**config.mk**
```make
export PLATFORM = sky130hd
export DESIGN_NAME = gpio_irq_port
export DESIGN_NICKNAME = d
export VERILOG_FILES = /design/src/rtl/gpio_irq_pkg.sv /design/src/rtl/gpio_irq_sync.sv /design/src/rtl/gpio_irq_regs.sv /design/src/rtl/gpio_irq_route.sv /design/src/rtl/gpio_irq_port.sv
export SDC_FILE = /design/constraint.sdc
export NUM_CORES = 1
export LEC_CHECK = 0
export ABC_AREA = 0
export BUFFER_PORTS_ARGS = -buffer_cell sky130_fd_sc_hd__buf_2
export CAP_MARGIN = 20
export CORE_ASPECT_RATIO = 0.8
export CORE_UTILIZATION = 25
export DETAILED_ROUTE_END_ITERATION = 16
export SYNTH_ARGS = -nofsm -noshare
export SYNTH_HDL_FRONTEND = slang
export SYNTH_SLANG_ARGS = --single-unit
```
**constraint.sdc**
```tcl
create_clock -name clk -period 1.35 [get_ports clk]
set_input_delay 0.135 -clock clk [delete_from_list [all_inputs] [get_ports clk]]
set_output_delay 0.135 -clock clk [all_outputs]
set_load 0.1 [all_outputs]
```
**src/rtl/gpio_irq_pkg.sv**
```systemverilog
package gpio_irq_pkg;
    localparam int unsigned OFF_INPUT = 0;
    localparam int unsigned OFF_INEN  = 1;
    localparam int unsigned OFF_OEN_N = 2;
    localparam int unsigned OFF_OUTV  = 3;
    localparam int unsigned OFF_POL   = 4;
    localparam int unsigned OFF_DRV   = 5;
    localparam int unsigned OFF_FUNC  = 6;
    localparam int unsigned OFF_EN0   = 7;
    localparam int unsigned OFF_CTRL  = 10;
    localparam int unsigned OFF_STAT  = 11;
endpackage

```
**src/rtl/gpio_irq_sync.sv**
```systemverilog
module gpio_irq_sync #(
    parameter int unsigned PINS = 8
) (
    input  logic            clk,
    input  logic            rst_n,
    input  logic [PINS-1:0] pad_i,
    output logic [PINS-1:0] sync_o,
    output logic [PINS-1:0] prev_o
);
    typedef struct packed {
        logic [PINS-1:0] s1;
        logic [PINS-1:0] s2;
        logic [PINS-1:0] prev;
    } sync_t;

    sync_t st_d, st_q;

    always_comb begin
        st_d      = st_q;
        st_d.s1   = pad_i;
        st_d.s2   = st_q.s1;
        st_d.prev = st_q.s2;
    end

    always_ff @(posedge clk or negedge rst_n) begin
        if (!rst_n) st_q <= '0;
        else        st_q <= st_d;
    end

    assign sync_o = st_q.s2;
    assign prev_o = st_q.prev;
endmodule

```
**src/rtl/gpio_irq_regs.sv**
```systemverilog
module gpio_irq_regs
    import gpio_irq_pkg::*;
#(
    parameter int unsigned PINS   = 8,
    parameter int unsigned ROUTES = 3,
    parameter int unsigned ADDR_W = 4
) (
    input  logic                         clk,
    input  logic                         rst_n,
    input  logic                         we_i,
    input  logic [ADDR_W-1:0]            addr_i,
    input  logic [PINS-1:0]              wdata_i,
    output logic [PINS-1:0]              rdata_o,
    input  logic [PINS-1:0]              sync_i,
    input  logic [ROUTES-1:0]            status_i,
    output logic [PINS-1:0]              in_en_o,
    output logic [PINS-1:0]              oen_n_o,
    output logic [PINS-1:0]              outv_o,
    output logic [PINS-1:0]              pol_o,
    output logic [PINS-1:0]              drv_o,
    output logic [PINS-1:0]              func_o,
    output logic [ROUTES-1:0][PINS-1:0]  ren_o,
    output logic [ROUTES-1:0]            level_o,
    output logic [ROUTES-1:0]            mask_o,
    output logic                         core_o,
    output logic [ROUTES-1:0]            clr_o
);
    localparam int unsigned CORE_BIT = 2 * ROUTES;

    typedef struct packed {
        logic [PINS-1:0]             in_en;
        logic [PINS-1:0]             oen_n;
        logic [PINS-1:0]             outv;
        logic [PINS-1:0]             pol;
        logic [PINS-1:0]             drv;
        logic [PINS-1:0]             func;
        logic [ROUTES-1:0][PINS-1:0] ren;
        logic [ROUTES-1:0]           level;
        logic [ROUTES-1:0]           mask;
        logic                        core;
    } bank_t;

    bank_t bank_d, bank_q;

    always_comb begin
        bank_d = bank_q;
        clr_o  = '0;
        if (we_i) begin
            case (addr_i)
                ADDR_W'(OFF_INEN):  bank_d.in_en = wdata_i;
                ADDR_W'(OFF_OEN_N): bank_d.oen_n = wdata_i;
                ADDR_W'(OFF_OUTV):  bank_d.outv  = wdata_i;
                ADDR_W'(OFF_POL):   bank_d.pol   = wdata_i;
                ADDR_W'(OFF_DRV):   bank_d.drv   = wdata_i;
                ADDR_W'(OFF_FUNC):  bank_d.func  = wdata_i;
                ADDR_W'(OFF_CTRL): begin
                    bank_d.level = wdata_i[ROUTES-1:0];
                    bank_d.mask  = wdata_i[2*ROUTES-1:ROUTES];
                    bank_d.core  = wdata_i[CORE_BIT];
                end
                ADDR_W'(OFF_STAT):  clr_o = wdata_i[ROUTES-1:0];
                default: ;
            endcase
            for (int r = 0; r < ROUTES; r++) begin
                if (addr_i == ADDR_W'(OFF_EN0 + r)) bank_d.ren[r] = wdata_i;
            end
        end
    end

    always_ff @(posedge clk or negedge rst_n) begin
        if (!rst_n) begin
            bank_q     <= '0;
            bank_q.drv <= '1;
        end else begin
            bank_q <= bank_d;
        end
    end

    always_comb begin
        rdata_o = '0;
        case (addr_i)
            ADDR_W'(OFF_INPUT): rdata_o = sync_i & bank_q.in_en;
            ADDR_W'(OFF_INEN):  rdata_o = bank_q.in_en;
            ADDR_W'(OFF_OEN_N): rdata_o = bank_q.oen_n;
            ADDR_W'(OFF_OUTV):  rdata_o = bank_q.outv;
            ADDR_W'(OFF_POL):   rdata_o = bank_q.pol;
            ADDR_W'(OFF_DRV):   rdata_o = bank_q.drv;
            ADDR_W'(OFF_FUNC):  rdata_o = bank_q.func;
            ADDR_W'(OFF_CTRL): begin
                rdata_o[ROUTES-1:0]        = bank_q.level;
                rdata_o[2*ROUTES-1:ROUTES] = bank_q.mask;
                rdata_o[CORE_BIT]          = bank_q.core;
            end
            ADDR_W'(OFF_STAT):  rdata_o[ROUTES-1:0] = status_i;
            default: ;
        endcase
        for (int r = 0; r < ROUTES; r++) begin
            if (addr_i == ADDR_W'(OFF_EN0 + r)) rdata_o = bank_q.ren[r];
        end
    end

    assign in_en_o = bank_q.in_en;
    assign oen_n_o = bank_q.oen_n;
    assign outv_o  = bank_q.outv;
    assign pol_o   = bank_q.pol;
    assign drv_o   = bank_q.drv;
    assign func_o  = bank_q.func;
    assign ren_o   = bank_q.ren;
    assign level_o = bank_q.level;
    assign mask_o  = bank_q.mask;
    assign core_o  = bank_q.core;

    assert_outv_write_R2: assert property (@(posedge clk) disable iff (!rst_n)
        (we_i && addr_i == ADDR_W'(OFF_OUTV)) |=> (outv_o == $past(wdata_i)));

    assert_input_gated_R3: assert property (@(posedge clk) disable iff (!rst_n)
        (addr_i == ADDR_W'(OFF_INPUT)) |-> ((rdata_o & ~in_en_o) == '0));
endmodule

```
**src/rtl/gpio_irq_route.sv**
```systemverilog
module gpio_irq_route #(
    parameter int unsigned PINS = 8
) (
    input  logic            clk,
    input  logic            rst_n,
    input  logic [PINS-1:0] en_i,
    input  logic [PINS-1:0] adj_i,
    input  logic [PINS-1:0] adj_prev_i,
    input  logic            level_i,
    input  logic            clr_i,
    input  logic            gate_i,
    output logic            status_o,
    output logic            irq_o
);
    typedef struct packed {
        logic status;
    } route_t;

    route_t rt_d, rt_q;
    logic   hit;
    logic   active;

    assign hit    = |(en_i & adj_i & ~adj_prev_i);
    assign active = |(en_i & adj_i);

    always_comb begin
        rt_d = rt_q;
        if (level_i) rt_d.status = active;
        else         rt_d.status = (rt_q.status & ~clr_i) | hit;
    end

    always_ff @(posedge clk or negedge rst_n) begin
        if (!rst_n) rt_q <= '0;
        else        rt_q <= rt_d;
    end

    assign status_o = rt_q.status;
    assign irq_o    = rt_q.status & gate_i;

    assert_edge_sticky_R6: assert property (@(posedge clk) disable iff (!rst_n)
        (!level_i && status_o && !clr_i) |=> status_o);

    assert_edge_clear_R6: assert property (@(posedge clk) disable iff (!rst_n)
        (!level_i && clr_i && !(|(en_i & adj_i & ~adj_prev_i))) |=> !status_o);

    assert_level_follow_R7: assert property (@(posedge clk) disable iff (!rst_n)
        level_i |=> (status_o == $past(|(en_i & adj_i))));
endmodule

```
**src/rtl/gpio_irq_port.sv**
```systemverilog
module gpio_irq_port #(
    parameter int unsigned PINS   = 8,
    parameter int unsigned ROUTES = 3,
    parameter int unsigned ADDR_W = 4
) (
    input  logic              clk,
    input  logic              rst_n,
    input  logic              reg_we,
    input  logic [ADDR_W-1:0] reg_addr,
    input  logic [PINS-1:0]   reg_wdata,
    output logic [PINS-1:0]   reg_rdata,
    input  logic [PINS-1:0]   pad_in,
    output logic [PINS-1:0]   pad_out,
    output logic [PINS-1:0]   pad_oe_n,
    output logic [PINS-1:0]   pad_drv,
    output logic [PINS-1:0]   pad_func,
    output logic [ROUTES-1:0] irq
);
    logic [PINS-1:0]             sync_v, prev_v, adj, adj_prev;
    logic [PINS-1:0]             in_en, pol;
    logic [ROUTES-1:0][PINS-1:0] ren;
    logic [ROUTES-1:0]           level, mask, clr, status, gate;
    logic                        core;

    gpio_irq_sync #(.PINS(PINS)) u_sync (
        .clk    (clk),
        .rst_n  (rst_n),
        .pad_i  (pad_in),
        .sync_o (sync_v),
        .prev_o (prev_v)
    );

    gpio_irq_regs #(.PINS(PINS), .ROUTES(ROUTES), .ADDR_W(ADDR_W)) u_regs (
        .clk      (clk),
        .rst_n    (rst_n),
        .we_i     (reg_we),
        .addr_i   (reg_addr),
        .wdata_i  (reg_wdata),
        .rdata_o  (reg_rdata),
        .sync_i   (sync_v),
        .status_i (status),
        .in_en_o  (in_en),
        .oen_n_o  (pad_oe_n),
        .outv_o   (pad_out),
        .pol_o    (pol),
        .drv_o    (pad_drv),
        .func_o   (pad_func),
        .ren_o    (ren),
        .level_o  (level),
        .mask_o   (mask),
        .core_o   (core),
        .clr_o    (clr)
    );

    assign adj      = sync_v ^ pol;
    assign adj_prev = prev_v ^ pol;

    for (genvar r = 0; r < ROUTES; r++) begin : g_route
        if (r == 0) begin : g_core
            assign gate[r] = mask[r] & core;
        end else begin : g_plain
            assign gate[r] = mask[r];
        end

        gpio_irq_route #(.PINS(PINS)) u_route (
            .clk        (clk),
            .rst_n      (rst_n),
            .en_i       (ren[r]),
            .adj_i      (adj),
            .adj_prev_i (adj_prev),
            .level_i    (level[r]),
            .clr_i      (clr[r]),
            .gate_i     (gate[r]),
            .status_o   (status[r]),
            .irq_o      (irq[r])
        );
    end

    assert_core_gate_R9: assert property (@(posedge clk) disable iff (!rst_n)
        irq[0] |-> (core && mask[0]));

    assert_irq_needs_status_R9: assert property (@(posedge clk) disable iff (!rst_n)
        ((irq & ~status) == '0));

    assert_route_isolation_R8: assert property (@(posedge clk) disable iff (!rst_n)
        (!level[1] && ren[1] == '0 && !status[1]) |=> !status[1]);
endmodule

```
# Yosys cells after proc, flatten, opt, wreduce, memory -nomap -nowiden
# Cells that the tools add are included.
# classes
eq_ne	11
mux	11
n_bitwise	23
n_reduce_logical	17
# ops
cell	count
AND 8 bit	7
OR reduction 8 bit	6
case mux 4 bit (8 select lines)	1
case mux 3 bit (9 select lines)	1
two-way mux 8 bit	3
AND reduction 2 bit	10
equality test 4 x 3 -> 1 bit, second input constant	4
equality test 4 bit, second input constant	4
bitwise XOR 8 bit	2
equality test 4 x 2 -> 1 bit, second input constant	2
NOT 8 bit	1
AND 1 bit	7
case mux 1 bit (7 select lines)	1
two-way mux 3 bit	2
equality test 4 x 1 -> 1 bit, second input constant	1
logical NOT 4 bit	1
two-way mux 1 bit	3
NOT 1 bit	3
bitwise OR 1 bit	3
# word_totals
register_bits	106
inputBits	23
output_inout_bits	43
elab_cells	80

# Depth between registers and ports, before layout
# logic_depth
word_depth	7
depth_mapped	7
ltp_nobuf	5

# Cells and area by module
# Synthesis repeated with hierarchy kept, for this count alone.
# hier_totals
hier_cells	438
area_unflattened_um2	5176.2
# by_module_without_submodules
mod	instances	cells_each	area_per_inst_um2	seq_area_each_um2
gpio_irq_regs	1	326	3945.0	1986.9
gpio_irq_sync	1	32	660.6	600.6
gpio_irq_route	3	21	141.4	25.0
gpio_irq_port	1	17	146.4	0.0

# Least setup slack after synthesis
# Ideal clock, no wire load.
# synth_timing
kind	reg-to-output
startpoint	register u_regs.bank_q (netlist bit u_regs.outv_o[7])
endpoint	output reg_rdata[7]
arrival_time_ns	3.028
required_time_ns	1.215
path_slack_ns	-1.813
path_stages_with_launch	6
path_buffers	0
cell_sequence	dfrtp_1 > mux2_2 > a21oi_1 > a311oi_1 > a21oi_1 > a21oi_1
# synth_between
elab_chain_len	4
# synth_lines
item	line_no	text
start, declared	gpio_irq_regs.sv:43	bank_t bank_d, bank_q;
start signal, assigned	gpio_irq_regs.sv:75	bank_q <= bank_d;
case mux 1 bit (7 select lines)	gpio_irq_regs.sv:81	case (addr_i)
two-way mux 8 bit (3 in series)	gpio_irq_regs.sv:98	if (addr_i == ADDR_W'(OFF_EN0 + r)) rdata_o = bank_q.ren[r];
end, declared	gpio_irq_port.sv:11	output logic [PINS-1:0] reg_rdata,
# No other way between the ends.

# Worst setup path in the final report
# layout_timing
startpoint	register u_regs.bank_q (netlist bit u_regs.drv_o[0])
endpoint	output reg_rdata[0]
# layout_between
elab_chain_len	4
# layout_lines
item	line_no
case mux 3 bit (9 select lines)	gpio_irq_regs.sv:81
two-way mux 8 bit (3 in series)	gpio_irq_regs.sv:98
# No other way between the ends.

==> results.toml <==
[placed_design]
dp.cells = 868
gp_congestion = 0.946
post-place-ws_ns = -0.342
numPortBuffers = 65
hpwlAfterDp_mm = 13.2

[cts]
clk_pin_slew_worst_paths_ns = 0.07
insertion_delay_ns = 0.36
htree_levels = 3
cts.sinks = 106
root_buffer = "clkbuf_16"
cts.path.max_buffers = 2
cts_tree = "built"
cts_inserted_buffers = 9

[critical_path]
cp_max_fo = 2
required_ns = 1.22
path_class = "reg -> out"
reg2reg_to = "g_route[0].u_route.status_o"
r2r-start = "u_regs.pol_o[3]"
startpoint_type = "flop"
cp-end-kind = "output pin"
crit_arrival_ns = 1.79
regToRegSetupSlack_ns = -0.27
reg2regPathDepth = 6

[global_routing]
grt_pass1_wl_mm = 27.6
met3_usage = 0.0388
grt-busiest-layer = "met2"
antenna_found_initial = 0
met2_usage = 0.274
use_met1 = 0.240
grt_use_total = 0.174
grt-ovfl-total = 0
grt_pass1_vias = 4776
grt_max_degree = 30

[logic_synthesis]
async_flop_share = 1.00
synthSimpleGateAreaFrac = 0.0955
synthMuxAreaShare = 0.217
syn_area_sq_mm = 0.00517
synthDistinctLibCells = 54
yosysWarnings = 0
synth_nets = 458
yosys.area.top_type = "dfrtp_1"
synth_xor_area_frac = 0.0135
synthAdderAreaFrac = 0
synth_compound_area_frac = 0.131
synthCells = 435
synth_seq_cells = 106
synth_edf_count = 0
synth_top_area_frac = 0.474
netlist_top_cells_area = "dfrtp_1 47%, mux2_2 15%, dfstp_2 4.1%, mux2i_1 3.5%, a21oi_1 2.6%"
ys.flop_type = "dfrtp_1"
synth_top_family_by_area = "multiplexers"
syn_avg_cell_area_sq_um = 11.9
seq_area_frac_synth = 0.515

[floorplan]
die_area_sq_mm = 0.0213
ioPinCount = 66
initial_core_util = 0.258
core_region_area_sq_mm = 0.0200
die_h_um = 131
die_width_um = 163
num_rows = 46

[hold_path]
holdPathStages = 2
hp-class = "in -> reg"
worstHoldStart = "reg_wdata[6]"
whs_endpoint = "u_regs.ren_o[14]"

[outcome]
status = "finished with violations"
violations = "negative setup slack"

[drt]
drt_pass1_iterations = 5
vias = 4454
antenna_left = 0
via_per_inst = 4.92
wl_per_cell_um = 19.4
drc = 0
first_iter_violations = 246
routed_wl_mm = 17.6

[power_and_ir_drop]
p_per_area_mw_per_mm2 = 1640
power_leakage_nw = 3.54
worst_ir_drop_vdd_mv = 0.959

[sta]
finalHoldViolations = 0
skew_ns = 0.00739
maxSlewViolCount = 0
timing.hold.ws_ns = 0.175
rsz0062_at_grt = "true"
finalSetupTns_ns = -4.84
setup_violations = 20
maxSlewHeadroom = 0.665
fin_ws_ns = -0.577
finalCriticalPeriod_ns = 1.93
fin_crit_sh = 1.43
worstMarginPinSlew_ns = 0.503
fmaxAchievable_ghz = 0.519

[finish]
antenna_cells = 0
nets = 660
syn2layout_area_growth_pct = 59.5
layout.cells.non_filler = 906
final_layout_size_suffix_gt1_frac = 0.618
final_core_util = 0.412

[job]
max_cap_violations = 0
[synthesized netlist by cell type, types with 4 or more instances]
cell type,count
clkbuf_1,7
nor3_1,6
a21oi_1,27
nor2_2,4
nor3b_1,4
mux2_2,70
buf_1,5
dfstp_2,8
mux2i_1,18
nor2_1,9
nor2b_1,7
a221oi_1,4
nand3_1,6
nand2_1,22
nand3b_1,8
nand2b_1,8
mux2_4,8
buf_4,4
buf_2,10
xor2_1,8
dfrtp_1,98
a22oi_1,13
o21ai_0,26
a31oi_1,7
[state kept, by name (all words and copies together) (netlist names)]
name,flops
u_regs.ren_o,24
u_regs.drv_o,8
u_regs.func_o,8
u_regs.in_en_o,8
u_regs.oen_n_o,8
u_regs.outv_o,8
u_regs.pol_o,8
u_sync.prev_o,8
u_sync.st_d,8
u_sync.sync_o,8
g_route.u_route.status_o,3
u_regs.level_o,3
u_regs.mask_o,3
u_regs.core_o,1
[cell usage in the layout (no fill, tap or decap), types with 7 or more instances in the layout]
cell type,Yosys,final
a21oi_1,27,15
a21oi_2,0,8
a22oi_2,0,9
buf_12,0,38
buf_2,10,25
buf_4,4,123
buf_6,1,23
clkbuf_16,0,9
dfrtp_1,98,72
dfrtp_2,0,13
dfrtp_4,0,13
dfstp_4,0,7
dlygate4sd3_1,0,9
mux2_2,70,69
mux2_4,8,9
mux2i_1,18,16
nand2_1,22,21
nand3b_1,8,8
nor2_1,9,8
nor2b_1,7,7
o21ai_0,26,10
o21ai_1,0,12
[metrics by stage]
step / area [sq um] / total power, mW
2_1_floorplan: 5420 / 8.03
3_3_place_gp: 7460 / 10.4
3_5_place_dp: 7460 / 10.5
4_1_cts: 8070 / 13.4
5_1_grt: 8250 / 14.1
6_report: 8250 / 13.5
[cell type report]
cell class              count  area, sq um
inverters                   3         18.8
flip-flops and latches    106         2750
multi-input cells         299         2720
fillers                  1862        11800
clock inverters             2         15.0
well taps                 264          330
clock buffers              14          254
repair buffers            218         2160
[worst max-delay path: stages (launching register included)]
cell and delay (ns):
dfstp_4 0.62, a21oi_2 0.05, o2111ai_1 0.18, o21ai_1 0.11
a22oi_2 0.26, buf_12 0.22
[how the worst max path moves through the flow]
stage	startpoint	to	slack, ns	cells after the start
4_1_cts	u_regs.drv_o[0]	reg_rdata[0]	-0.59	5
3_5_place_dp	reg_addr[0]	g_route[0].u_route.status_o	-0.34	8
6_report	u_regs.drv_o[0]	reg_rdata[0]	-0.58	5
5_1_grt	u_regs.drv_o[0]	reg_rdata[0]	-0.61	5
2_1_floorplan	reg_addr[3]	reg_rdata[6]	-0.80	6
3_3_place_gp	reg_addr[0]	reg_rdata[6]	-0.33	8
[where the power goes]
group	internal (mW)	switching, mW	total [mW]
registers	3.94	0.594	4.54
clock network	1.31	1.19	2.50
logic	2.76	3.74	6.51
total	8.01	5.53	13.5
[logic make-up (layout without fill, tap and decap cells)]
family | Yosys count | after routing
AND/OR/NAND/NOR | 88 | 88
XOR/XNOR | 8 | 8
buffers and inverters | 30 | 237
multiplexers | 98 | 98
flip-flops | 106 | 106
AO/OA/AOI/OAI | 105 | 105
[routing by layer]
layer	up-vias	part of all wire
li1	2010	-
met1	2275	0.47
met2	147	0.46
met3	22	0.055
met4	0	0.014
met5	-	0
[repair_timing]
action	CTS	global route
pin swaps	16	32
gates resized for setup	56	38
hold buffers	9	0
endpoints found under the setup margin	28	22
setup buffers	9	13
endpoints found under the hold margin	26	0
Power figures use the tool's default switching activity.
